[src/rtl/irq_agg_pkg.sv]
package irq_agg_pkg;

  typedef enum logic [1:0] {
    ST_IDLE       = 2'd0,
    ST_REQUEST    = 2'd1,
    ST_WAIT_CLEAR = 2'd2
  } req_state_t;

  localparam int OFS_PEND = 0;
  localparam int OFS_MASK = 1;
  localparam int OFS_SET  = 2;
  localparam int OFS_CLR  = 3;

  localparam int EXTRA_SRCS = 3;

endpackage

[src/rtl/irq_src_capture.sv]
module irq_src_capture #(
  parameter int SRC_W = 19
) (
  input  logic             clk,
  input  logic             rst_n,
  input  logic [SRC_W-1:0] src_i,
  output logic [SRC_W-1:0] rise_o
);

  logic [SRC_W-1:0] src_q;

  function automatic logic edge_up(input logic now_v, input logic prev_v);
    return now_v & ~prev_v;
  endfunction

  for (genvar g = 0; g < SRC_W; g++) begin : g_line
    always_ff @(posedge clk or negedge rst_n) begin
      if (!rst_n) src_q[g] <= 1'b0;
      else        src_q[g] <= src_i[g];
    end
    assign rise_o[g] = edge_up(src_i[g], src_q[g]);
  end

endmodule

[src/rtl/irq_reg_file.sv]
module irq_reg_file #(
  parameter int SRC_W  = 19,
  parameter int DATA_W = 32,
  parameter int ADDR_W = 2
) (
  input  logic              clk,
  input  logic              rst_n,
  input  logic [SRC_W-1:0]  rise_i,
  input  logic              wr_en,
  input  logic [ADDR_W-1:0] wr_addr,
  input  logic [DATA_W-1:0] wr_data,
  input  logic              rd_en,
  input  logic [ADDR_W-1:0] rd_addr,
  output logic [DATA_W-1:0] rd_data,
  output logic [DATA_W-1:0] pend_o,
  output logic [DATA_W-1:0] mask_o,
  output logic [DATA_W-1:0] clr_vec_o
);
  import irq_agg_pkg::*;

  typedef logic [DATA_W-1:0] word_t;

  localparam word_t LIVE_BITS = word_t'({SRC_W{1'b1}});
  localparam logic [ADDR_W-1:0] A_PEND = ADDR_W'(OFS_PEND);
  localparam logic [ADDR_W-1:0] A_MASK = ADDR_W'(OFS_MASK);
  localparam logic [ADDR_W-1:0] A_SET  = ADDR_W'(OFS_SET);
  localparam logic [ADDR_W-1:0] A_CLR  = ADDR_W'(OFS_CLR);

  word_t pend_q, mask_q, set_vec, clr_vec, rise_w, pend_n;

  // clear first, then software set, then hardware edges: edges win
  function automatic word_t merge_pend(input word_t cur, input word_t clr,
                                       input word_t set, input word_t hw);
    return ((cur & ~clr) | set | hw) & LIVE_BITS;
  endfunction

  function automatic word_t read_mux(input logic [ADDR_W-1:0] a,
                                     input word_t p, input word_t m);
    word_t r;
    r = '0;
    if (a == A_PEND) r = p;
    else if (a == A_MASK) r = m;
    return r;
  endfunction

  assign rise_w  = word_t'(rise_i);
  assign set_vec = (wr_en && wr_addr == A_SET) ? (wr_data & LIVE_BITS) : '0;
  assign clr_vec = (wr_en && wr_addr == A_CLR) ? (wr_data & LIVE_BITS) : '0;
  assign pend_n  = merge_pend(pend_q, clr_vec, set_vec, rise_w);

  always_ff @(posedge clk or negedge rst_n) begin
    if (!rst_n) begin
      pend_q  <= '0;
      mask_q  <= '0;
      rd_data <= '0;
    end else begin
      pend_q <= pend_n;
      if (wr_en && wr_addr == A_MASK) mask_q <= wr_data & LIVE_BITS;
      if (rd_en) rd_data <= read_mux(rd_addr, pend_q, mask_q);
    end
  end

  assign pend_o    = pend_q;
  assign mask_o    = mask_q;
  assign clr_vec_o = clr_vec;

endmodule

[src/rtl/irq_req_fsm.sv]
module irq_req_fsm (
  input  logic                    clk,
  input  logic                    rst_n,
  input  logic                    active_i,
  input  logic                    gnt_i,
  output logic                    req_o,
  output irq_agg_pkg::req_state_t state_o
);
  import irq_agg_pkg::*;

  req_state_t state_q, state_n;

  always_comb begin
    state_n = state_q;
    unique case (state_q)
      ST_IDLE:       if (active_i) state_n = ST_REQUEST;
      ST_REQUEST:    if (gnt_i) state_n = ST_WAIT_CLEAR;
      ST_WAIT_CLEAR: if (!active_i) state_n = ST_IDLE;
      default:       state_n = ST_IDLE;
    endcase
  end

  always_ff @(posedge clk or negedge rst_n) begin
    if (!rst_n) state_q <= ST_IDLE;
    else        state_q <= state_n;
  end

  assign req_o   = (state_q == ST_REQUEST);
  assign state_o = state_q;

endmodule

[src/rtl/irq_aggregator.sv]
module irq_aggregator #(
  parameter int USR_LINES = 16,
  parameter int DATA_W    = 32,
  parameter int ADDR_W    = 2
) (
  input  logic                 clk,
  input  logic                 rst_n,
  input  logic [USR_LINES-1:0] usr_irq,
  input  logic                 rx_irq,
  input  logic                 tx_irq,
  input  logic                 fifo_irq,
  input  logic                 reg_wr_en,
  input  logic [ADDR_W-1:0]    reg_wr_addr,
  input  logic [DATA_W-1:0]    reg_wr_data,
  input  logic                 reg_rd_en,
  input  logic [ADDR_W-1:0]    reg_rd_addr,
  output logic [DATA_W-1:0]    reg_rd_data,
  output logic                 irq_req,
  input  logic                 irq_gnt
);
  import irq_agg_pkg::*;

  localparam int SRC_W = USR_LINES + EXTRA_SRCS;

  logic [SRC_W-1:0]  src_w, rise_w;
  logic [DATA_W-1:0] pend_w, mask_w, clr_vec_w;
  logic              active_w, fsm_idle_w;
  req_state_t        state_w;

  // bit order is fixed: user lines low, then receive, transmit, FIFO level
  assign src_w = {fifo_irq, tx_irq, rx_irq, usr_irq};

  irq_src_capture #(.SRC_W(SRC_W)) u_cap (
    .clk(clk), .rst_n(rst_n), .src_i(src_w), .rise_o(rise_w)
  );

  irq_reg_file #(.SRC_W(SRC_W), .DATA_W(DATA_W), .ADDR_W(ADDR_W)) u_regs (
    .clk(clk), .rst_n(rst_n), .rise_i(rise_w),
    .wr_en(reg_wr_en), .wr_addr(reg_wr_addr), .wr_data(reg_wr_data),
    .rd_en(reg_rd_en), .rd_addr(reg_rd_addr), .rd_data(reg_rd_data),
    .pend_o(pend_w), .mask_o(mask_w), .clr_vec_o(clr_vec_w)
  );

  assign active_w = |(pend_w & ~mask_w);

  irq_req_fsm u_fsm (
    .clk(clk), .rst_n(rst_n), .active_i(active_w), .gnt_i(irq_gnt),
    .req_o(irq_req), .state_o(state_w)
  );

  assign fsm_idle_w = (state_w == ST_IDLE);

endmodule

[config.mk]
export PLATFORM = sky130hd
export DESIGN_NAME = irq_aggregator
export DESIGN_NICKNAME = d
export VERILOG_FILES = /design/src/rtl/irq_agg_pkg.sv /design/src/rtl/irq_src_capture.sv /design/src/rtl/irq_reg_file.sv /design/src/rtl/irq_req_fsm.sv /design/src/rtl/irq_aggregator.sv
export SDC_FILE = /design/constraint.sdc
export NUM_CORES = 1
export LEC_CHECK = 0
export CORE_MARGIN = 1
export CORE_UTILIZATION = 43
export CTS_CLUSTER_DIAMETER = 30
export DETAILED_ROUTE_END_ITERATION = 8
export HOLD_SLACK_MARGIN = 0.03
export PLACE_DENSITY = 0.85
export REMOVE_ABC_BUFFERS = 1
export SYNTH_ARGS = -nofsm -noshare
export SYNTH_HDL_FRONTEND = slang
export SYNTH_SLANG_ARGS = --single-unit
[constraint.sdc]
create_clock -name clk -period 1.1 [get_ports clk]
set_input_delay 0.22 -clock clk [delete_from_list [all_inputs] [get_ports clk]]
set_output_delay 0.22 -clock clk [all_outputs]
set_load 0.005 [all_outputs]
### Word level (Yosys, flattened, before mapping)

Cells that the tools add are included.
W data, S select, Z words.

* add/sub/neg operators: 0
* multipliers: 0
* divide/modulo/power cells: 0
* $lt $le $gt $ge: 0
* equal/unequal tests: 9
* shift-type cells: 0
* muxes and demuxes: 8
* bitwise operators: 44
* reduce and logical (&&, ||, !) cells: 7

Operators with widths (count)
* $mux W19: 4
* $or A19 B19 Y19: 2
* $and A19 B32 Y32: 1
* $not A19 Y32: 1
* $reduce_or A32 Y1: 1
* $and A1 B1 Y1: 19
* $and A19 B19 Y19: 1
* $not A1 Y1: 19
* $not A19 Y19: 1
* $eq A2 B1 Y1 const B: 3
* $eq A2 B2 Y1 const B: 3
* $mux W2: 3
* $pmux W2 S3: 1
* $logic_not A2 Y1: 2
* $ne A2 B1 Y1 const B: 2
* $logic_and A1 B1 Y1: 3
* $reduce_and A3 Y1: 1
* $ne A2 B2 Y1 const B: 1

* register bits: 91
* bits in latches: 0
* bits in writable memories: 0
* ROM bits: 0
* input port bits: 60
* output and inout bits: 33
* logic and storage cells: 91
* memories: 0

### Depth between registers and ports, before layout

Gate-level depths: netlist of the first run.

* depth after elaboration: 7
* mapped depth: 5
* depth with buffers taken out: 4

### Modules after synthesis

Synthesis of the first run repeated with hierarchy kept, for this count alone.

* cell total of the unflattened synthesis: 362
* area, all modules: 4072.7 µm²

By module, submodules not included
* irq_reg_file: instances 1, cells each 263, area each 2995.4 µm²
* irq_src_capture: instances 1, cells each 38, area each 737.0 µm²
* irq_aggregator: instances 1, cells each 53, area each 251.5 µm²
* irq_req_fsm: instances 1, cells each 8, area each 88.8 µm²

### Least setup slack after synthesis of the first run

Ideal clock, no wire load.

* path type: register to register
* start point: register u_regs.pend_q[10], in the netlist u_regs.pend_o[10]
* end point: register u_fsm.state_q[0], in the netlist u_fsm.state_o[0]
* library setup time: 0.154 ns
* data arrival time: 0.988 ns
* path slack: -0.042 ns
* cell stages (with the launch flop): 5
* path buffers: 0
* cell sequence: dfrtp_1 inv_1 o22ai_1 a2111oi_1 a221oi_1

* word-level cells in the longest chain between the ends: 4
* elaborated cells between the ends (all ways): 5
* those cells by class: eq/ne (2); bitwise (1); reduce/logical (2)

Ends and longest elaborated chain
* start: declaration: line irq_reg_file.sv:29 `word_t pend_q, mask_q, set_vec, clr_vec, rise_w, pend_n;`
* start signal: assignment: line irq_reg_file.sv:57 `pend_q <= pend_n;`
* $and A19 B32 Y32 (*): line irq_aggregator.sv:44 `assign active_w = |(pend_w & ~mask_w);`
* $reduce_or A32 Y1 (*): line irq_aggregator.sv:44
* $ne A2 B2 Y1 (no source line) / $ne A2 B1 Y1 (equally long branches)
* $reduce_and A3 Y1 (no source line) (*)
* end signal: assignment: line irq_req_fsm.sv:25 `else state_q <= state_n;`
* end: declaration: line irq_req_fsm.sv:11 `req_state_t state_q, state_n;`

Mark *: on every way between the ends. The rest lies on a longest branch, timed or not.
A chain may end at the register's enable or synchronous reset.

### Worst setup path after layout of the first run

* start point: register u_fsm.state_q[1], in the netlist u_fsm.state_o[1]
* end point: output port irq_req

* word-level cells in the longest chain between the ends: 1

Ends and longest elaborated chain
* $eq A2 B1 Y1: line irq_req_fsm.sv:28 `assign req_o = (state_q == ST_REQUEST);`
* end: declaration: line irq_aggregator.sv:18 `output logic irq_req,`

Every way passes these cells.

==> run metrics, run 1 <==
max-slew violation count=0; area leader, netlist=dfrtp_1; total gr overflow=0; Setup CP Type=flop to primary output; crit end category=primary output; placed cells=473; DR pass1 iterations=4; Slowest cell on crit path=dfrtp_1; Util after Layout=0.6406; largest net degree at the start of global routing=34; Yosys warning total=0; Post-synth ARST share=1.000; CP arrival=1.03 ns; TritonCTS Buffers=9; uppermost layer routed=met4; antenna cells=0; Port Buf Inserts=66; RSZ-0062 raised after global routing=true; Finished Layout Cells=502; Max IR drop VDD=884.3 uV; Mapped Area=3319 um^2; Crit path required time=0.88 ns; Post-synth EDFFs=0; worst-path fanout max=2; TritonCTS clock tree=yes; Lkg Pwr=2.250 nW; register area share after synthesis=0.5880; crit-path max cell delay=0.42 ns; number of nets with antenna violations after routing=0; power per cell area=1530 nW/um^2; setup slack at placement=-0.7745 ns; ranking of synthesized cells by area=dfrtp_1 59%, mux2_2 6.4%, a221o_1 5.7%; Fmax=0.8029 GHz; CORE AREA=7370 um^2; floorplan row count=31; nets=459; Synth cell types=24; Die H=89.86 um; endpoints failing hold=0; total track usage=0.2096; crit-path cells=nor2b_4, buf_2; initial DRC count=139; final period utilization=1.132; met3 WL=328 um; #FFs+latches synth=78; die area=8075 um^2; Synth Flop Type=dfrtp_1; share of cells above drive strength 1=0.3201; clock-pin slew on the worst setup and hold paths=0.08 ns; Startpoint Class=flop; post-DR vias/cell=5.090; Root Driver=clkbuf_8; antenna violations before repair=0; share of the synthesized area in the top cell type=0.5880; Buf/Inv on CP=1; I/O Pins=93; Final Critical Period=1.246 ns; buffer depth of the longest clock path=2; initial core utilization=0.4504; CP delay by family, top=flip-flops; Crit. path cell count=2; area grow syn2layout=42.22%; Hold Path Class=input port to asynchronous set/reset pin; R2R depth=4; final setup margin=-0.1455 ns; Final Power=7.222 mW; DRC=0; post-synthesis instance total=273; DP Wirelength=5.081 mm; GP Congestion=0.8175; TritonCTS Sinks=78; status=complete, but fails checks; metal2 WL=4.108 mm; Clock Skew=0.007215 ns; final setup vio count=4; CTS HTree Levels=3; # Max-Cap Violations=0; WL final=8.153 mm; vias in the first global route=2,652; clk_lat worst skew=0.35 ns; routed vias=2,555; first-pass GRT wire length=12.90 mm; M1 WL=3.520 mm; failing checks=negative setup slack; chip width=89.86 um; Avg Synthesized Cell Area=12.16 um^2; detail-routed net length per standard cell=16.24 um
-- routing by layer --
metal  GRT usage  up-vias
met2      0.3583       78
met1      0.2585     1277
met5           0        -
li1            -     1184
met3     0.04146       16
met4     0.09140        0
-- cell usage after synthesis, types with 2 or more instances --
cell type / number
buf_6: 2
a221o_1: 19
o2111ai_1: 3
nand2b_1: 10
dfrtp_1: 78
clkbuf_1: 2
a21oi_1: 11
inv_1: 38
mux2_2: 19
mux2i_1: 19
nand2_1: 11
buf_2: 2
buf_4: 16
o22ai_1: 22
nor2b_1: 12
-- path summary, 6_finish.rpt --
path,startpoint,to,slack [ns]
worst min register to register,u_regs.rd_data[0],u_regs.rd_data[0],0.53
worst min-delay path,rst_n,u_regs.rd_data[8],0.30
max in group asynchronous,rst_n,u_regs.pend_o[14],0.33
worst max-delay path,u_fsm.state_o[1],irq_req,-0.15
worst max register to register,u_regs.pend_o[9],u_fsm.state_o[1],-0.11
min in group clk,usr_irq[9],u_cap.src_q[9],0.33
-- sequential cells by signal, indices dropped and copies added (netlist names) --
register and count:
u_regs.mask_o 19, u_fsm.state_o 2, u_cap.src_q 19, u_regs.pend_o 19, u_regs.rd_data 19
-- area by class of cell --
class	instances	area [um^2]
clock buffers	10	137.6
clock inverters	5	50.05
fillers	560	2649
inverters	38	142.6
multi-input cells	145	1177
flip-flops and latches	78	1952
well taps	99	123.9
repair buffers	127	1137
-- through the flow --
step	hold slack, ns	instance area, um^2	TNS [ns]
finish	0.2999	4721	-0.3498
global route	0.3135	4721	-0.6729
CTS	0.3002	4647	-0.2546
detailed placement	0.1340	4390	-28.01
global placement	0.1320	4390	-26.57
floorplan	-0.07559	3181	-4.990
-- logic make-up after synthesis --
group | synth area share
other | 0.001130
AO/OA/AOI/OAI | 0.1289
AND/OR/NAND/NOR | 0.06182
multiplexers | 0.1217
flip-flops | 0.5880
buffers and inverters | 0.09838
-- where the power goes --
group / internal, mW / switching [mW] / leakage [nW] / total [mW]
registers: 3.21 / 0.196 / 0.895 / 3.41
clock network: 1.08 / 1.01 / 0.102 / 2.09
logic: 1.00 / 0.721 / 1.25 / 1.72
total: 5.30 / 1.92 / 2.25 / 7.22
-- timing repair --
action                                 in CTS  in global routing
buffers inserted                            4                  7
gates cloned                                2                  0
gates resized for setup                    94                  7
endpoints found under the hold margin      18                  0
pin swaps                                   5                  4
setup endpoints to repair                  60                 24
hold buffers                                1                  0
-- placed cells by master, fill, tap and decap left out --
master	n
dfrtp_1	78
buf_4	53
clkdlybuf4s50_1	42
inv_1	37
o22ai_1	20
buf_2	20
a221o_1	19
mux2_2	19
mux2i_1	18
conb_1	13
nand2_1	11
a21oi_1	11
nor2b_1	11
nand2b_1	10
clkbuf_8	10
buf_12	6
clkinv_2	4
o2111ai_2	3
o22ai_2	2
bufbuf_16	2
nor2_4	1
and3_4	1
inv_2	1
nor2b_4	1
mux2i_2	1
a2111oi_4	1
nor4_4	1
a221oi_2	1
nand3b_1	1
bufinv_16	1
dlygate4sd3_1	1
clkbuf_2	1
dlygate4sd2_1	1
clkdlybuf4s15_1	1
No activity file was read; power rests on OpenSTA's default activity.
==> inputs of run 2 (changes only) <==
--- a/config.mk
+++ b/config.mk
@@ -9,9 +9,9 @@
 export CORE_UTILIZATION = 43
 export CTS_CLUSTER_DIAMETER = 30
 export DETAILED_ROUTE_END_ITERATION = 8
-export HOLD_SLACK_MARGIN = 0.03
 export PLACE_DENSITY = 0.85
 export REMOVE_ABC_BUFFERS = 1
+export SKIP_LAST_GASP = 1
 export SYNTH_ARGS = -nofsm -noshare
 export SYNTH_HDL_FRONTEND = slang
 export SYNTH_SLANG_ARGS = --single-unit
==> run metrics, run 2 (synthesized netlist as in run 1, its figures left out) <==
# Max-Cap Violations=0; max-slew violation count=0; Setup CP Type=flop to primary output; post-route setup TNS=-0.3622 ns; reg2reg start=u_regs.pend_o[9]; DRC=0; Switch Pwr=1.929 mW; power per cell area=1532 nW/um^2; Reg power frac=0.471; Hold Path Class=input port to asynchronous set/reset pin; first-pass GRT wire length=12.71 mm; die area=8075 um^2; nets=460; RSZ-0062 raised after global routing=true; RR Endpoint=u_fsm.state_o[1]; CP arrival=1.02 ns; reg2reg setup slack=-0.12 ns; detail-routed net length per standard cell=15.96 um; TritonCTS clock tree=yes; Util after Layout=0.6416; Logic pwr share=0.240; number of nets with antenna violations after routing=0; antenna violations before repair=0; status=complete, but fails checks; post-DR vias/cell=5.085; R2R depth=4; Crit path required time=0.88 ns; clk_lat worst skew=0.35 ns; commonest non-fill, non-tap cell in the layout=dfrtp_1; total gr overflow=0; GP Congestion=0.8175; area grow syn2layout=42.44%; Fmax=0.8056 GHz; final setup margin=-0.1414 ns; CTS HTree Levels=3; floorplan row count=31; TritonCTS Buffers=9; Final Power=7.245 mW; WL final=8.026 mm; buffer depth of the longest clock path=2; routed vias=2,558; DP Wirelength=5.081 mm; CORE AREA=7370 um^2; final setup vio count=4; Max IR drop VDD=884.7 uV; clock power share=0.289; clock-pin slew on the worst setup and hold paths=0.08 ns; Port Buf Inserts=66; largest net degree at the start of global routing=34; failing checks=negative setup slack; Startpoint Class=flop; antenna cells=0; most frequent cells in the layout=78 x dfrtp_1, 54 x buf_4, 42 x clkdlybuf4s50_1; Clock Skew=0.008933 ns; initial core utilization=0.4504; share of cells above drive strength 1=0.3218; chip width=89.86 um; Lkg Pwr=2.255 nW; internal cell power=5.316 mW; final period utilization=1.129; worst-path fanout max=2; switch share=0.2662; Die H=89.86 um; crit end category=primary output; initial DRC count=142; Final Critical Period=1.241 ns; total track usage=0.2064; vias in the first global route=2,596; DR pass1 iterations=4; endpoints failing hold=0; I/O Pins=93; TritonCTS Sinks=78; Root Driver=clkbuf_8
## run 2: cell count changes in the layout (fill, tap and decap cells not counted)
cell / delta
buf_4: +1
## run 2: final cells by class
cell class                      instances  area [um^2]
Sequential cell                        78         1952
Clock buffer                           10        137.6
Fill cell                             561         2641
Clock inverter                          5        50.05
Tap cell                               99        123.9
Timing Repair Buffer                  128         1145
Multi-Input combinational cell        145         1177
Inverter                               38        142.6
## run 2: timing repair
| action | CTS | global route |
|---|---|---|
| resized for setup | 92 | 9 |
| pin swaps | 5 | 5 |
| endpoints found under the setup margin | 60 | 24 |
| cloned | 2 | 0 |
| hold buffers | 1 | 0 |
| setup buffers | 4 | 8 |
| hold endpoints to repair | 18 | 0 |
## run 2: worst max-delay path, stage by stage (launching register included)
cell and delay (ns):
dfrtp_1 0.41, nor2b_4 0.14, buf_2 0.12
## run 2: routing by layer
layer  GRT usage  wire length, um
met1      0.2627             3530
met2      0.3481             4024
met3     0.03807              322
met4     0.08468              148
met5           0                0
## run 2: worst max path at each step
stage                   endpoint  cells past startpoint        startpoint
2_1_floorplan   u_regs.mask_o[0]                      2    reg_wr_addr[1]
3_3_place_gp   u_regs.pend_o[13]                      4         reg_wr_en
3_5_place_dp   u_regs.pend_o[14]                      4         reg_wr_en
4_1_cts                  irq_req                      2  u_fsm.state_o[1]
5_1_grt         u_fsm.state_o[1]                      4  u_regs.pend_o[9]
6_report                 irq_req                      2  u_fsm.state_o[1]
## run 2: through the flow
| step | hold slack (ns) | instances | worst slack [ns] | cell area, um^2 |
|---|---|---|---|---|
| finish | 0.3004 | 503 | -0.1414 | 4728 |
| global route | 0.3124 | 503 | -0.1867 | 4728 |
| CTS | 0.3002 | 495 | -0.1398 | 4634 |
| detailed placement | 0.1340 | 473 | -0.7745 | 4390 |
| global placement | 0.1320 | 473 | -0.6996 | 4390 |
| floorplan | -0.07559 | 261 | -0.2105 | 3181 |
## run 2: power by group through the flow
stage          registers, mW  clock network, mW  logic, mW
3_3_place_gp            3.42                  0       1.55
5_1_grt                 3.44               2.25       1.88
2_1_floorplan           3.44                  0      0.559
3_5_place_dp            3.44                  0       1.61
6_report                3.41               2.09       1.74
4_1_cts                 3.39               2.11       1.61
